### config.mk
export PLATFORM = sky130hd
export DESIGN_NAME = brk_match_unit
export DESIGN_NICKNAME = d
export VERILOG_FILES = /design/src/rtl/brk_pkg.sv /design/src/rtl/brk_rst_sync.sv /design/src/rtl/brk_regs.sv /design/src/rtl/brk_match.sv /design/src/rtl/brk_req_hold.sv /design/src/rtl/brk_match_unit.sv
export SDC_FILE = /design/constraint.sdc
export NUM_CORES = 1
export LEC_CHECK = 0
export ABC_AREA = 0
export BUFFER_PORTS_ARGS = -buffer_cell sky130_fd_sc_hd__buf_2
export CAP_MARGIN = 30
export CORE_ASPECT_RATIO = 1.4
export CORE_MARGIN = 2
export CORE_UTILIZATION = 25
export DETAILED_ROUTE_END_ITERATION = 16
export PLACE_DENSITY_LB_ADDON = 0.08
export SLEW_MARGIN = 20
export SYNTH_ARGS = -nofsm -noshare
export SYNTH_HDL_FRONTEND = slang
export SYNTH_SLANG_ARGS = --single-unit
### constraint.sdc
create_clock -name clk -period 2.6 [get_ports clk]
set_input_delay 0.39 -clock clk [delete_from_list [all_inputs] [get_ports clk]]
set_output_delay 0.39 -clock clk [all_outputs]
set_load 0.05 [all_outputs]
### src/rtl/brk_pkg.sv
package brk_pkg;
  localparam int CTRL_W = 8;

  typedef enum logic [1:0] {
    SZ_ANY  = 2'b00,
    SZ_BYTE = 2'b01,
    SZ_WORD = 2'b10,
    SZ_LONG = 2'b11
  } size_e;

  typedef enum logic [1:0] {
    SEL_ADDR = 2'd0,
    SEL_MASK = 2'd1,
    SEL_CTRL = 2'd2,
    SEL_NONE = 2'd3
  } sel_e;

  typedef struct packed {
    logic [1:0] master;
    logic [1:0] kind;
    logic [1:0] dir;
    logic [1:0] size;
  } brk_ctrl_t;
endpackage

### src/rtl/brk_rst_sync.sv
module brk_rst_sync #(
  parameter int STAGES = 2
) (
  input  logic clk,
  input  logic rst_n,
  output logic rst_sync_n
);
  logic [STAGES-1:0] sync_q;

  always_ff @(posedge clk or negedge rst_n) begin
    if (!rst_n) sync_q <= '0;
    else        sync_q <= {sync_q[STAGES-2:0], 1'b1};
  end

  assign rst_sync_n = sync_q[STAGES-1];
endmodule

### src/rtl/brk_regs.sv
module brk_regs
  import brk_pkg::*;
#(
  parameter int AW = 32
) (
  input  logic          clk,
  input  logic          rst_n,
  input  logic          reg_wr,
  input  logic [1:0]    reg_sel,
  input  logic [AW-1:0] reg_wdata,
  output logic [AW-1:0] reg_rdata,
  output logic [AW-1:0] bar_q,
  output logic [AW-1:0] mask_q,
  output brk_ctrl_t     ctrl_q
);
  logic we_addr, we_mask, we_ctrl;
  logic [AW-1:0] bar_nxt, mask_nxt;
  brk_ctrl_t     ctrl_nxt;

  always_comb begin
    we_addr  = reg_wr && (sel_e'(reg_sel) == SEL_ADDR);
    we_mask  = reg_wr && (sel_e'(reg_sel) == SEL_MASK);
    we_ctrl  = reg_wr && (sel_e'(reg_sel) == SEL_CTRL);
    bar_nxt  = reg_wdata;
    mask_nxt = reg_wdata;
    ctrl_nxt = brk_ctrl_t'(reg_wdata[CTRL_W-1:0]);
  end

  always_ff @(posedge clk or negedge rst_n) begin
    if (!rst_n) begin
      bar_q  <= '0;
      mask_q <= '0;
      ctrl_q <= '0;
    end else begin
      if (we_addr) bar_q  <= bar_nxt;
      if (we_mask) mask_q <= mask_nxt;
      if (we_ctrl) ctrl_q <= ctrl_nxt;
    end
  end

  always_comb begin
    case (sel_e'(reg_sel))
      SEL_ADDR: reg_rdata = bar_q;
      SEL_MASK: reg_rdata = mask_q;
      SEL_CTRL: reg_rdata = {{(AW-CTRL_W){1'b0}}, ctrl_q};
      default:  reg_rdata = '0;
    endcase
  end
endmodule

### src/rtl/brk_match.sv
module brk_match
  import brk_pkg::*;
#(
  parameter int AW = 32
) (
  input  logic [AW-1:0] bar,
  input  logic [AW-1:0] mask,
  input  brk_ctrl_t     ctrl,
  input  logic          bus_valid,
  input  logic [AW-1:0] bus_addr,
  input  logic          bus_dma,
  input  logic          bus_fetch,
  input  logic          bus_write,
  input  logic [1:0]    bus_size,
  output logic          hit
);
  logic [AW-1:0] bit_ok;
  logic addr_ok, master_ok, kind_ok, dir_ok, size_ok, armed;
  size_e eff_size;

  for (genvar i = 0; i < AW; i++) begin : g_bit
    assign bit_ok[i] = mask[i] | ~(bus_addr[i] ^ bar[i]);
  end

  always_comb begin
    addr_ok   = &bit_ok;
    armed     = (ctrl.master != 2'b00) && (ctrl.kind != 2'b00) && (ctrl.dir != 2'b00);
    master_ok = bus_dma   ? ctrl.master[1] : ctrl.master[0];
    kind_ok   = bus_fetch ? ctrl.kind[0]   : ctrl.kind[1];
    dir_ok    = bus_write ? ctrl.dir[1]    : ctrl.dir[0];
    eff_size  = bus_fetch ? SZ_WORD : size_e'(bus_size);
    size_ok   = (size_e'(ctrl.size) == SZ_ANY) || (size_e'(ctrl.size) == eff_size);
    hit       = bus_valid && armed && master_ok && kind_ok && dir_ok && size_ok && addr_ok;
  end
endmodule

### src/rtl/brk_req_hold.sv
module brk_req_hold (
  input  logic clk,
  input  logic rst_n,
  input  logic hit,
  input  logic clr,
  output logic req
);
  logic req_q, req_nxt, req_en;

  always_comb begin
    req_en  = hit | clr;
    req_nxt = hit | (req_q & ~clr);
  end

  always_ff @(posedge clk or negedge rst_n) begin
    if (!rst_n)      req_q <= 1'b0;
    else if (req_en) req_q <= req_nxt;
  end

  assign req = req_q;
endmodule

### src/rtl/brk_match_unit.sv
module brk_match_unit
  import brk_pkg::*;
#(
  parameter int AW = 32
) (
  input  logic          clk,
  input  logic          rst_n,
  input  logic          reg_wr,
  input  logic [1:0]    reg_sel,
  input  logic [AW-1:0] reg_wdata,
  output logic [AW-1:0] reg_rdata,
  input  logic          bus_valid,
  input  logic [AW-1:0] bus_addr,
  input  logic          bus_dma,
  input  logic          bus_fetch,
  input  logic          bus_write,
  input  logic [1:0]    bus_size,
  input  logic          brk_clr,
  output logic          brk_req
);
  logic          rst_sync_n;
  logic [AW-1:0] bar_q, mask_q;
  brk_ctrl_t     ctrl_q;
  logic          hit;

  brk_rst_sync #(.STAGES(2)) u_rst (
    .clk(clk), .rst_n(rst_n), .rst_sync_n(rst_sync_n)
  );

  brk_regs #(.AW(AW)) u_regs (
    .clk(clk), .rst_n(rst_sync_n), .reg_wr(reg_wr), .reg_sel(reg_sel),
    .reg_wdata(reg_wdata), .reg_rdata(reg_rdata),
    .bar_q(bar_q), .mask_q(mask_q), .ctrl_q(ctrl_q)
  );

  brk_match #(.AW(AW)) u_match (
    .bar(bar_q), .mask(mask_q), .ctrl(ctrl_q), .bus_valid(bus_valid),
    .bus_addr(bus_addr), .bus_dma(bus_dma), .bus_fetch(bus_fetch),
    .bus_write(bus_write), .bus_size(bus_size), .hit(hit)
  );

  brk_req_hold u_hold (
    .clk(clk), .rst_n(rst_sync_n), .hit(hit), .clr(brk_clr), .req(brk_req)
  );
endmodule

## Yosys cells after proc, flatten, opt, wreduce, memory -nomap -nowiden

Index checks and enable logic that the tools add are counted.

- Add/subtract/negate cells: 0
- Multipliers: 0
- Divide/modulo/power cells: 0
- $lt $le $gt $ge: 0
- Equality and inequality tests: 3
- Shift-type cells: 0
- Mux-type cells: 5
- Bitwise operators: 100
- Reductions and logical operators: 18

Operator list:

| cell | count |
|---|---|
| $pmux 32 s3 | 1 |
| $or 1x1->1 | 34 |
| $not 1->1 | 33 |
| $reduce_and 32->1 | 1 |
| $xor 1x1->1 | 32 |
| $logic_and 1x1->1 | 11 |
| $reduce_bool 2->1 | 3 |
| $logic_not 2->1 | 2 |
| $mux 1 | 3 |
| $eq 2x1->1 const B | 1 |
| $eq 2x2->1 | 1 |
| $eq 2x2->1 const B | 1 |
| $mux 2 | 1 |
| $and 1x1->1 | 1 |
| $logic_or 1x1->1 | 1 |

- Register bits after elaboration: 75
- Bits in latches: 0
- Bits in writable memories: 0
- Bits in read-only memories: 0
- Bits of input ports: 76
- Output and inout bits: 33
- Memories: 0

## Logic depth before layout (Yosys ltp)

- Word-level depth: 10
- Depth in mapped cells: 6

## Modules after synthesis

Synthesis repeated with hierarchy kept, for this count alone.

- Cells, all modules: 302
- Area total of the unflattened synthesis: 3,851.2 um^2

Modules (own cells, without submodules):

| module | times used | cells an instance | area an instance (um^2) | seq. area each (um^2) |
|---|---|---|---|---|
| brk_regs | 1 | 227 | 3,239.4 | 1,801.7 |
| brk_match | 1 | 69 | 521.8 | 0.0 |
| brk_rst_sync | 1 | 3 | 53.8 | 50.0 |
| brk_req_hold | 1 | 3 | 36.3 | 25.0 |

## Worst setup path before layout

Ideal clock, no wire load.

- Path type: in2out
- Start: input port reg_sel[1]
- End: output port reg_rdata[1]
- Arrival time: 1.984 ns
- Data required time: 2.210 ns
- Path slack: 0.226 ns
- Cell stages on the path: 4
- Path buffers: 2
- Cell sequence: buf_2 buf_2 mux2i_1 o21ai_0

- Longest elaborated chain between the ends: 2

Ends and longest elaborated chain:

| item | line | source |
|---|---|---|
| start, declared | brk_match_unit.sv:9 | `input logic [1:0] reg_sel,` |
| $eq 2x2->1 (tied with other cells) | brk_regs.sv:42 | `case (sel_e'(reg_sel))` |
| $pmux 32 s3 * | brk_regs.sv:42 |  |
| end, declared | brk_match_unit.sv:11 | `output logic [AW-1:0] reg_rdata,` |

Every way passes the cells marked *; elsewhere a longest branch is shown, timed or not.

## Worst setup path in the final report

- Start: input port reg_sel[1]
- End: output port reg_rdata[0]

The elaborated chain is that of the path after synthesis.

==> reports/metrics.csv <==
metric,value,unit
status,finished clean,
gp_congestion,0.6951,
critPathArrivalTime,1530,ps
antenna_found_initial,0,
slew_headroom,0.6309,
required,2210,ps
postRouteAntennaNets,0,
coreArea,0.01547,mm2
rr_worst_depth,5,
cp_slowest_stage_delay,320,ps
drv_cap,0,
finalPower,3.803,mW
holdCritStartpoint,brk_clr,
setup_viol,0,
area_delta_synth_final,26.97,%
synthDistinctLibCells,28,
crit_path_frequent_cell,buf_2,
nets,501,
vdd_drop_max,0.2558,mV
synthSimpleGateAreaFrac,0.05221,
yosysSeqAreaShare,0.4776,
ys_warn_count,0,
vias,2708,
ctsLongestPathBuffers,2,
hold_viol,0,
p_leak,2.382,nW
cts_made_buffers,9,
powerDensity,762.2,mW/mm2
synth_area,0.003930,mm2
dieWidth,110.0,um
async_reset_ff_frac,1.000,
synth_xor_area_frac,0.07131,
dp_cells,609,
synth_seq_cells,75,
firstDrtPassIters,3,
grt_setup_unrepaired,no,
dr.first_iter.drc_count,59,
grt_first_pass_wirelength,17610,um
finalSetupTns,0,ps
timing.rr.start,u_regs.bar_q[1],
startpoint,reg_sel[1],
layoutNonFillerInstCount,625,
cts_setup_buffers,0,
drc,0,
finalCriticalPeriod,1917,ps
postSynthCellCount,308,
ys.flop_type,dfrtp_1,
crit_cells,5,
crit_path_cell_trace,buf_2 -> buf_4 -> mux2i_1 -> o21ai_0 -> buf_2,
h-tree-depth,3,
cts.sinks,75,
wl,11230,um
period_share,0.7374,
diodes,0,
dp_hpwl,8326,um
die_area,0.01675,mm2
crit_type,in2out,
grt_overflow_total,0,
worst-path-max-fanout,20,
worst_slew_pin_slew,553.6,ps
hold_slack,254.9,ps
grt_util_all_layers,0.1426,
initial_core_util,0.2540,
start_kind,primary input,
crit_family,buffers and inverters,
vias_per_cell,4.333,
portBuffers,108,
skew,9.745,ps
clk_latency,330,ps
ctsResizeCount,0,
setup_ws,682.7,ps
layout-drive-gt1-share,0.4802,
post-place-ws,649.0,ps
grt_pass1_vias,2992,
grt_max_degree,40,
holdPathStages,2,
placement_rows,54,
slew_violations,0,
worst-path-buf-inv,3,
ctsRootBufferMaster,clkbuf_16,
synthAdderAreaFrac,0,
slowest_stage,buf_2,
min_path_type,in2reg,
wl_per_cell,17.96,um
path_clk_slew,60,ps
fmax,0.5216,GHz
die_h,152.4,um
synth-edff-count,0,
synth_mux_area_frac,0.3244,
synth_compound_area_frac,0.04362,
synth_nets,384,
syn_avg_cell_area,12.76,um2
cts_tree,yes,
end_kind,primary output,
synth_top_family_by_area,multiplexers,
ioPinCount,109,
[flip-flops by register name (all words and copies together), names as in the netlist]
signal	flops
u_hold.req	1
u_regs.bar_q	32
u_regs.ctrl_q	8
u_regs.mask_q	32
u_rst.sync_q	2
[layout by cell type (no fill, tap or decap)]
| master | Yosys | final |
|---|---|---|
| a211oi_1 | 1 | 1 |
| dlygate4sd3_1 | 0 | 1 |
| nand4_1 | 1 | 1 |
| dfrtp_1 | 75 | 74 |
| clkinvlp_4 | 0 | 1 |
| mux2_1 | 2 | 2 |
| clkinv_2 | 0 | 2 |
| buf_12 | 0 | 1 |
| o211ai_1 | 1 | 1 |
| clkbuf_16 | 0 | 9 |
| mux2_2 | 41 | 41 |
| dfrtp_4 | 0 | 1 |
| nor2_1 | 28 | 28 |
| inv_1 | 4 | 4 |
| nor3b_4 | 0 | 1 |
| nor3_1 | 1 | 1 |
| o21ai_0 | 9 | 9 |
| nor2b_1 | 1 | 1 |
| nor4_1 | 2 | 2 |
| xnor2_1 | 32 | 32 |
| mux2i_1 | 34 | 34 |
| conb_1 | 1 | 1 |
| buf_4 | 5 | 11 |
| buf_2 | 4 | 108 |
| nand3_1 | 1 | 1 |
| mux2_4 | 30 | 30 |
| nand2_1 | 9 | 9 |
| nand2_4 | 1 | 1 |
| o22ai_1 | 15 | 15 |
| a311oi_1 | 1 | 1 |
| clkbuf_1 | 3 | 3 |
| nand3b_1 | 1 | 1 |
| o32ai_1 | 1 | 1 |
[cell usage after synthesis (all sizes together) (2+ instances only)]
library cell,number,share of area
nor2,28,0.027
mux2i,34,0.087
buf,12,0.023
nor4,2,0.0032
o22ai,15,0.024
nand2,10,0.011
mux2,73,0.24
inv,4,0.0038
xnor2,32,0.071
clkbuf,3,0.0029
dfrtp,75,0.48
o21ai,9,0.011
[where the power goes]
part / internal, mW / leakage (nW) / switching, mW / total, mW
logic: 0.507 / 1.37 / 0.584 / 1.09
registers: 1.38 / 0.888 / 0.203 / 1.59
clock network: 0.639 / 0.122 / 0.486 / 1.12
total: 2.53 / 2.38 / 1.27 / 3.80
[path summary, 6_finish.rpt]
path                                           to  slack, ps
worst max-delay path                 reg_rdata[0]        680
worst min-delay path                   u_hold.req        250
worst max register to register         u_hold.req        880
worst min register to register  u_regs.mask_q[20]        320
max in group asynchronous        u_regs.bar_q[21]       1580
min in group asynchronous       u_regs.mask_q[20]        320
[routing by layer]
layer,track usage,vias to the layer above,part of all wire
li1,-,1316,-
met3,0.02866,14,0.044
met5,0,-,0
met4,0.04882,0,0.015
met2,0.2366,60,0.50
met1,0.1819,1318,0.44
[what timing repair did]
item | CTS | global route
hold buffers | 1 | 0
hold endpoints to repair | 2 | 0
endpoints found under the setup margin | 0 | 0
[cell type report]
cell class,count,area [um2]
sequential,75,1881
tap,196,245.2
inverter,4,15.01
multi-input combinational,214,1942
timing repair buffer,121,653.1
clock inverter,3,17.52
clock buffer,12,236.5
fill,1622,10480
[logic make-up after synthesis]
| family | count (synthesis) |
|---|---|
| mux | 107 |
| flops | 75 |
| other cells | 1 |
| simple gates | 46 |
| xor+xnor | 32 |
| compound gates | 28 |
| buf+inv | 19 |
[per-stage QoR]
| step | area (um2) | util |
|---|---|---|
| 2_1_floorplan | 3930 | - |
| 3_5_place_dp | 4726 | 0.3054 |
| 3_3_place_gp | 4726 | 0.3054 |
| 4_1_cts | 4990 | 0.3225 |
| 5_1_grt | 4990 | 0.3225 |
| 6_report | 4990 | 0.3225 |
(Power assumes the default switching activity.)
